**config.mk**
```make
export PLATFORM = sky130hd
export DESIGN_NAME = legacy_window_decoder
export DESIGN_NICKNAME = d
export VERILOG_FILES = /design/src/rtl/lwd_pkg.sv /design/src/rtl/lwd_cfg_regs.sv /design/src/rtl/lwd_window_decode.sv /design/src/rtl/lwd_route_reg.sv /design/src/rtl/legacy_window_decoder.sv
export SDC_FILE = /design/constraint.sdc
export NUM_CORES = 1
export LEC_CHECK = 0
export BUFFER_PORTS_ARGS = -buffer_cell sky130_fd_sc_hd__buf_2
export CAP_MARGIN = 20
export CORE_MARGIN = 2
export CORE_UTILIZATION = 56
export DETAILED_ROUTE_END_ITERATION = 8
export PLACE_DENSITY_LB_ADDON = 0.3
export SLEW_MARGIN = 20
export SYNTH_ARGS = -nofsm -noshare
export SYNTH_HDL_FRONTEND = slang
export SYNTH_HIERARCHICAL = 1
export SYNTH_SLANG_ARGS = --single-unit
```
**constraint.sdc**
```tcl
create_clock -name clk -period 4.3 [get_ports clk]
set_clock_uncertainty 0.15 [all_clocks]
set_input_delay 1.075 -clock clk [delete_from_list [all_inputs] [get_ports clk]]
set_output_delay 1.075 -clock clk [all_outputs]
set_load 0.01 [all_outputs]
```
**src/rtl/lwd_pkg.sv**
```systemverilog
package lwd_pkg;
  localparam logic [7:0] SIZE_OFF  = 8'h57;
  localparam logic [7:0] ATTR_BASE = 8'h59;
  localparam logic [7:0] SMRAM_OFF = 8'h72;
  localparam logic [7:0] SMRAM_RST = 8'h02;

  typedef enum logic [1:0] {
    ROUTE_DRAM = 2'd0,
    ROUTE_BUS  = 2'd1,
    ROUTE_DROP = 2'd2
  } route_e;

  function automatic route_e apply_attr(input logic [1:0] code, input logic is_wr);
    case (code)
      2'b11:   return ROUTE_DRAM;
      2'b01:   return is_wr ? ROUTE_DROP : ROUTE_DRAM;
      default: return ROUTE_BUS;
    endcase
  endfunction
endpackage

```
**src/rtl/lwd_cfg_regs.sv**
```systemverilog
module lwd_cfg_regs
  import lwd_pkg::*;
#(
  parameter int ATTR_BYTES = 7,
  parameter int DRAM_MB    = 256
) (
  input  logic        clk,
  input  logic        rst,
  input  logic        cfg_we,
  input  logic [7:0]  cfg_addr,
  input  logic [3:0]  cfg_be,
  input  logic [31:0] cfg_wdata,
  input  logic [7:0]  cfg_rd_addr,
  output logic [31:0] cfg_rd_data,
  output logic [7:0]  attr_q [ATTR_BYTES],
  output logic [7:0]  smram_q
);
  localparam int         SIZE_UNITS = DRAM_MB / 8;
  localparam logic [7:0] SIZE_RST   = (SIZE_UNITS > 255) ? 8'hFF : 8'(SIZE_UNITS);

  function automatic logic wr_hit(input logic [7:0] off);
    return cfg_we && cfg_be[off[1:0]] && (cfg_addr[7:2] == off[7:2]);
  endfunction

  for (genvar k = 0; k < ATTR_BYTES; k++) begin : g_attr
    localparam logic [7:0] OFF = ATTR_BASE + 8'(k);
    always_ff @(posedge clk) begin
      if (rst)              attr_q[k] <= 8'h00;
      else if (wr_hit(OFF)) attr_q[k] <= cfg_wdata[OFF[1:0]*8 +: 8];
    end
  end

  always_ff @(posedge clk) begin
    if (rst)                    smram_q <= SMRAM_RST;
    else if (wr_hit(SMRAM_OFF)) smram_q <= cfg_wdata[SMRAM_OFF[1:0]*8 +: 8];
  end

  logic [31:0] rd_next;
  always_comb begin
    rd_next = '0;
    for (int k = 0; k < ATTR_BYTES; k++) begin
      if ((ATTR_BASE + 8'(k)) >> 2 == {2'b00, cfg_rd_addr[7:2]})
        rd_next[((ATTR_BASE + 8'(k)) & 8'h3)*8 +: 8] = attr_q[k];
    end
    if (cfg_rd_addr[7:2] == SMRAM_OFF[7:2]) rd_next[SMRAM_OFF[1:0]*8 +: 8] = smram_q;
    if (cfg_rd_addr[7:2] == SIZE_OFF[7:2])  rd_next[SIZE_OFF[1:0]*8 +: 8]  = SIZE_RST;
  end

  always_ff @(posedge clk) begin
    if (rst) cfg_rd_data <= '0;
    else     cfg_rd_data <= rd_next;
  end
endmodule

```
**src/rtl/lwd_window_decode.sv**
```systemverilog
module lwd_window_decode
  import lwd_pkg::*;
#(
  parameter int ADDR_W     = 32,
  parameter int ATTR_BYTES = 7
) (
  input  logic [ADDR_W-1:0] addr,
  input  logic              is_write,
  input  logic              smm,
  input  logic [7:0]        attr_q [ATTR_BYTES],
  input  logic [7:0]        smram,
  output route_e            route
);
  localparam int SEG_CNT = 2 * (ATTR_BYTES - 1);

  logic [1:0] seg_attr [SEG_CNT];
  for (genvar s = 0; s < SEG_CNT; s++) begin : g_seg
    if (s % 2 == 0) begin : g_lo
      assign seg_attr[s] = attr_q[1 + s/2][1:0];
    end else begin : g_hi
      assign seg_attr[s] = attr_q[1 + s/2][5:4];
    end
  end

  logic       hi_zero;
  logic       win_open;
  logic [5:0] seg_idx;

  assign hi_zero  = (addr[ADDR_W-1:20] == '0);
  assign win_open = smram[6] | (smram[3] & smm);
  assign seg_idx  = addr[19:14] - 6'h30;

  always_comb begin
    route = ROUTE_DRAM;
    if (!hi_zero || addr[19:17] < 3'b101) begin
      route = ROUTE_DRAM;
    end else if (addr[19:17] == 3'b101) begin
      route = win_open ? ROUTE_DRAM : ROUTE_BUS;
    end else if (addr[19:16] == 4'hF) begin
      route = apply_attr(attr_q[0][5:4], is_write);
    end else if (int'(seg_idx) < SEG_CNT) begin
      route = apply_attr(seg_attr[seg_idx], is_write);
    end else begin
      route = ROUTE_BUS;
    end
  end
endmodule

```
**src/rtl/lwd_route_reg.sv**
```systemverilog
module lwd_route_reg
  import lwd_pkg::*;
(
  input  logic   clk,
  input  logic   rst,
  input  logic   in_valid,
  input  route_e route,
  output logic   rt_valid,
  output logic   rt_dram,
  output logic   rt_bus,
  output logic   rt_drop
);
  always_ff @(posedge clk) begin
    if (rst) begin
      rt_valid <= 1'b0;
      rt_dram  <= 1'b0;
      rt_bus   <= 1'b0;
      rt_drop  <= 1'b0;
    end else begin
      rt_valid <= in_valid;
      rt_dram  <= in_valid && (route == ROUTE_DRAM);
      rt_bus   <= in_valid && (route == ROUTE_BUS);
      rt_drop  <= in_valid && (route == ROUTE_DROP);
    end
  end
endmodule

```
**src/rtl/legacy_window_decoder.sv**
```systemverilog
module legacy_window_decoder
  import lwd_pkg::*;
#(
  parameter int ADDR_W     = 32,
  parameter int ATTR_BYTES = 7,
  parameter int DRAM_MB    = 256
) (
  input  logic              clk,
  input  logic              rst,
  input  logic              cfg_we,
  input  logic [7:0]        cfg_addr,
  input  logic [3:0]        cfg_be,
  input  logic [31:0]       cfg_wdata,
  input  logic [7:0]        cfg_rd_addr,
  output logic [31:0]       cfg_rd_data,
  input  logic              smm_active,
  input  logic              acc_valid,
  input  logic [ADDR_W-1:0] acc_addr,
  input  logic              acc_write,
  output logic              rt_valid,
  output logic              rt_dram,
  output logic              rt_bus,
  output logic              rt_drop
);
  logic [7:0] attr_q [ATTR_BYTES];
  logic [7:0] smram_q;
  route_e     route;

  lwd_cfg_regs #(.ATTR_BYTES(ATTR_BYTES), .DRAM_MB(DRAM_MB)) u_regs (
    .clk(clk), .rst(rst), .cfg_we(cfg_we), .cfg_addr(cfg_addr), .cfg_be(cfg_be),
    .cfg_wdata(cfg_wdata), .cfg_rd_addr(cfg_rd_addr), .cfg_rd_data(cfg_rd_data),
    .attr_q(attr_q), .smram_q(smram_q)
  );

  lwd_window_decode #(.ADDR_W(ADDR_W), .ATTR_BYTES(ATTR_BYTES)) u_dec (
    .addr(acc_addr), .is_write(acc_write), .smm(smm_active),
    .attr_q(attr_q), .smram(smram_q), .route(route)
  );

  lwd_route_reg u_out (
    .clk(clk), .rst(rst), .in_valid(acc_valid), .route(route),
    .rt_valid(rt_valid), .rt_dram(rt_dram), .rt_bus(rt_bus), .rt_drop(rt_drop)
  );
endmodule

```
# == Yosys cells after proc, flatten, opt, wreduce, memory -nomap -nowiden ==
# Cells that the tools add are included.
# W data, S select, Z words.
# totals
regBits,100
in_bits,90
wordCells,78
# op_classes
n_addsub,1
order_cmp,3
eq_ne,15
mux,19
n_bitwise,4
reduce_logical,21
# ops
op,n
$mux W8,7
$eq A6 B5 Y1 const B,5
$logic_and A1 B1 Y1,15
$mux W2,7
$eq A5 B6 Y1 const A,2
$logic_not A12 Y1,1
$bmux W2 S4,1
$pmux W2 S2,2
$ge A7 B5 Y1 const B,1
$not A6 Y7,1
$eq A2 B1 Y1 const B,3
$eq A2 B2 Y1 const B,3
$lt A6 B4 Y1 const B,1
$mux W6,1
$sub A6 B6 Y6 const B,1
$eq A4 B4 Y1 const B,1
$reduce_or A2 Y1,2
$eq A3 B3 Y1 const B,1
$lt A3 B3 Y1 const B,1
$logic_not A2 Y1,1
$and A1 B1 Y1,1
$logic_not A1 Y1,1
$logic_or A1 B1 Y1,1
$mux W1,1
2 further kinds,2

# == Depth between registers and ports, before layout ==
# depth
ltp_word,13
depth_mapped,6
ltp_nobuf,5

# == Modules after synthesis ==
# The synthesis kept the hierarchy.
# by_module_without_submodules
module,instances,cells_per_inst,area_each_um2,seq_area_each_um2
lwd_cfg_regs,1,370,3925.0,1921.8
lwd_window_decode,1,44,352.8,0.0
lwd_route_reg,1,8,126.4,80.1

# == Worst setup path before layout ==
# Ideal clock, no wire load.
# synth_timing
path_kind,input to register
start,input port acc_addr[14]
end,register u_out.rt_bus
setup_ps,117
t_arrival_ps,2496
required_time_ps,4033
path_slack_ps,1537
cell_stages,5
cell_sequence,buf_6 mux4_2 a311o_1 a211oi_2 and4bb_2
# synth_via
elab_chain_cells,13
elab_cells_between_ends,15
# synth_rtl
item,line_no,source
from (decl),legacy_window_decoder.sv:18,"input logic [ADDR_W-1:0] acc_addr,"
$sub A6 B6 Y6 *,lwd_window_decode.sv:31,assign seg_idx = addr[19:14] - 6'h30;
$not A6 Y7 (implied by the code),lwd_window_decode.sv:42,"route = apply_attr(seg_attr[seg_idx], is_write);"
$bmux W2 S4,lwd_window_decode.sv:42,
$mux W2 (implied by the code) (2 in a row),lwd_window_decode.sv:42,
$eq A2 B1 Y1 or $eq A2 B2 Y1 (tied branches),lwd_pkg.sv:14,case (code)
$pmux W2 S2,lwd_pkg.sv:14,
$mux W2 *,lwd_window_decode.sv:41,end else if (int'(seg_idx) < SEG_CNT) begin
$mux W2 *,lwd_window_decode.sv:39,end else if (addr[19:16] == 4'hF) begin
$mux W2 *,lwd_window_decode.sv:37,end else if (addr[19:17] == 3'b101) begin
$mux W2 *,lwd_window_decode.sv:35,if (!hi_zero || addr[19:17] < 3'b101) begin
net route[1],legacy_window_decoder.sv:27,route_e route;
$eq A2 B1 Y1 *,lwd_route_reg.sv:22,rt_bus <= in_valid && (route == ROUTE_BUS);
$logic_and A1 B1 Y1 *,lwd_route_reg.sv:22,
to (signal assigned),lwd_route_reg.sv:22,
to (decl),lwd_route_reg.sv:10,"output logic rt_bus,"
# Mark *: on every way through the listed nets, which the timed path passes. The rest lies on a longest branch. The select of a mux whose other input is x is not followed.
# A chain may end at the register's enable or synchronous reset.

# == Worst setup path in the final report ==
# layout_timing
start,input port acc_addr[15]
end,register u_out.rt_drop
# layout_via
elab_chain_cells,13
elab_cells_between_ends,15
# layout_rtl
item,line_no,source
$sub A6 B6 Y6 *,lwd_window_decode.sv:31,
$not A6 Y7 (implied by the code),lwd_window_decode.sv:42,
$bmux W2 S4,lwd_window_decode.sv:42,
$mux W2 (implied by the code) (2 in a row),lwd_window_decode.sv:42,
$eq A2 B1 Y1 or $eq A2 B2 Y1 (tied branches),lwd_pkg.sv:14,
$pmux W2 S2,lwd_pkg.sv:14,
$mux W2 *,lwd_window_decode.sv:41,
$mux W2 *,lwd_window_decode.sv:39,
$mux W2 *,lwd_window_decode.sv:37,
$mux W2 *,lwd_window_decode.sv:35,
net route[0],legacy_window_decoder.sv:27,
$eq A2 B2 Y1 *,lwd_route_reg.sv:23,rt_drop <= in_valid && (route == ROUTE_DROP);
$logic_and A1 B1 Y1 *,lwd_route_reg.sv:23,
to (signal assigned),lwd_route_reg.sv:23,
to (decl),lwd_route_reg.sv:11,output logic rt_drop
# Marks and branches as above.

==> impl_metrics.tcl <==
set metrics [dict create \
    antenna_found_initial 0 \
    place_ws_ns 1.32 \
    cts_inserted_buffers 9 \
    die_w_um 92.7 \
    async_flop_share_pct 0 \
    crit_path_max_incr_delay_ns 0.54 \
    worstSetupStartpoint "acc_addr[15]" \
    worstPathArrival_ns 2.71 \
    htreeDepth 3 \
    path_class "in -> reg" \
    maxCapViolCount 0 \
    hold_ws_ns 0.310 \
    drive_gt1_share_pct 27.2 \
    grt_pass1_wl_um 15500 \
    finalHoldViolCount 0 \
    hold_depth 1 \
    crit_end "u_out/rt_drop" \
    routed_wl_um 9650 \
    vias 3319 \
    drt-vias-per-instance 5.34 \
    syn_area_per_cell_um2 10.4 \
    peakVddDrop_mv 0.190 \
    yosys.area.top_type_share_pct 45.5 \
    areaGrowthSynthToFinish_pct 15.6 \
    place.gp.congestion 0.765 \
    worst_slack_ns 1.69 \
    floorplan.initialDensity_pct 57.3 \
    drcViolationCount 0 \
    grt_overflow 0 \
    layout_min_cycle_time_ns 2.61 \
    drtIter0Drc 192 \
    critPathSlowestCell "mux4_2" \
    drv_slew 0 \
    path_max_fanout 9 \
    ant_nets 0 \
    final_cell_count_no_fill 621 \
    ctsResizeCount 0 \
    diodes 0 \
    setup_violations 0 \
    required_ns 4.40 \
    r2r_end "u_out/rt_bus" \
    yosysWarnings 6 \
    synthesis.area_mm2 0.00440 \
    finalCritPeriodShare_pct 60.6 \
    yosysSeqAreaShare_pct 45.5 \
    core_area_mm2 0.00769 \
    worst_slew_pin_slew_ns 0.761 \
    synthTopCellsByCount "dfxtp_1, nand2b_1, mux2i_1, nor2_1, nor2b_1" \
    syn-num-nets 512 \
    path_buf_inv 1 \
    gr-usage-all-layers_pct 22.7 \
    dr.pass1.iters 4 \
    tns_ns 0 \
    yosysMostFrequentCell "dfxtp_1" \
    r2r_setup_slack_ns 2.34 \
    dp_hpwl_um 6780 \
    ys.flop_type "dfxtp_1" \
    slew_headroom_pct 49.2 \
    r2r_cells 4 \
    layout.nets 606 \
    status "completed" \
    placed_cells 607 \
    portBuffers 107 \
    pwr_density_cell_mw_per_mm2 305 \
    rows 32 \
    cp_num_cells 6 \
    critical_path.reg2reg.startpoint "u_regs/attr_q[1]" \
    hp-class "reg -> reg" \
    cp_cell_sequence "buf_2 -> mux4_2 -> or2_2 -> nand3_1 -> o2bb2ai_1 -> and4bb_2" \
    syn_inst 422 \
    io_pins 126 \
    rsz0062_at_grt "false" \
    wl_per_cell_um 15.5 \
    synth_cell_types 47 \
    cts_root_buf "clkbuf_8" \
    cts_sinks 100 \
    crit_family "simple AND/OR/NAND/NOR gates" \
    chipHeight_um 92.7 \
    grt_max_degree 102 \
    clkTransAtPathRegs_ns 0.09 \
    synth-edff-count 0 \
    cts_hold_buf 0 \
    dieArea_mm2 0.00859 \
    synthTopCellsByArea "dfxtp_1, mux2i_1, nand2b_1" \
    clk_latency_ns 0.35 \
    startpoint_type "primary input" \
    fmax_mhz 384 \
    yosysTopAreaCell "dfxtp_1" \
    cts_setup_buffers 0 \
    cts_tree "built" \
    cp-end-kind "register" \
    ys_ff_latch 100 \
    power.leakage_nw 2.23 \
    grt_pass1_vias 3263 \
    cts_buffer_depth 2 \
]
-- registers in the layout, indices dropped and copies added, names as in the netlist --
register            cells
u_regs/cfg_rd_data     32
u_out/rt_drop           1
u_out/rt_bus            1
u_regs/attr_q          56
u_out/rt_dram           1
u_regs/smram_q          8
u_out/rt_valid          1
-- worst register-to-register path, delay by kind of cell (launching register included) --
family | cells | cell delay (ns)
DFF | 1 | 0.34
and+or+nand+nor | 1 | 0.26
muxes | 1 | 0.45
AOI/OAI and AO/OA | 2 | 0.66
-- how the worst min path moves through the flow --
stage / startpoint / end / slack [ns]
2_1_floorplan: u_regs/attr_q[26] / u_regs/cfg_rd_data[2] / 0.28
3_3_place_gp: u_regs/attr_q[27] / u_regs/cfg_rd_data[3] / 0.29
3_5_place_dp: u_regs/attr_q[31] / u_regs/cfg_rd_data[7] / 0.29
4_1_cts: u_regs/attr_q[27] / u_regs/cfg_rd_data[3] / 0.32
5_1_grt: u_regs/attr_q[10] / u_regs/cfg_rd_data[18] / 0.34
6_report: u_regs/attr_q[27] / u_regs/cfg_rd_data[3] / 0.31
-- cell type report --
cell class / count / area [um2]
Clock buffer: 10 / 128
Inverter: 3 / 11.3
Sequential cell: 100 / 2000
Clock inverter: 4 / 28.8
Fill cell: 660 / 2590
Multi-Input combinational cell: 294 / 2250
Tap cell: 102 / 128
Timing Repair Buffer: 108 / 543
-- per-stage QoR --
step           utilization, %  cell area [um2]  total power [W]
2_1_floorplan               -             4400          0.00102
3_3_place_gp             64.2             4940          0.00106
3_5_place_dp             64.2             4940          0.00107
4_1_cts                  66.2             5090          0.00157
5_1_grt                  66.2             5090          0.00162
6_report                 66.2             5090          0.00155
-- layer usage --
layer	track usage, %	vias up	wire (um)
met3	4.80	12	654
met5	0	-	0
li1	-	1644	-
met1	30.0	1558	4340
met4	7.35	0	129
met2	37.3	105	4530
-- layout by cell type (no fill, tap or decap), types with 4 or more instances in the layout --
cell type and count:
a22oi_1 8, and2_1 8, buf_2 107, clkbuf_8 9
dfxtp_1 100, mux2i_1 77, nand2_1 8, nand2b_1 88
nand4_1 4, nor2_1 21, nor2b_1 13, o21ai_0 8
o21ai_1 8, o2bb2ai_1 9
-- report_power, final --
part / leakage (nW) / internal, W / switching (W)
registers: 0.806 / 0.000928 / 0.00000107
logic: 1.35 / 0.0000568 / 0.0000605
clock network: 0.0742 / 0.000204 / 0.000304
total: 2.23 / 0.00119 / 0.000366
-- logic make-up after synthesis --
group / count (synthesis) / synth area share, %
simple gates: 175 / 26.0
flops: 100 / 45.5
mux: 80 / 19.0
compound gates: 39 / 6.14
buf+inv: 28 / 3.41
No activity file was read; power rests on OpenSTA's default activity.
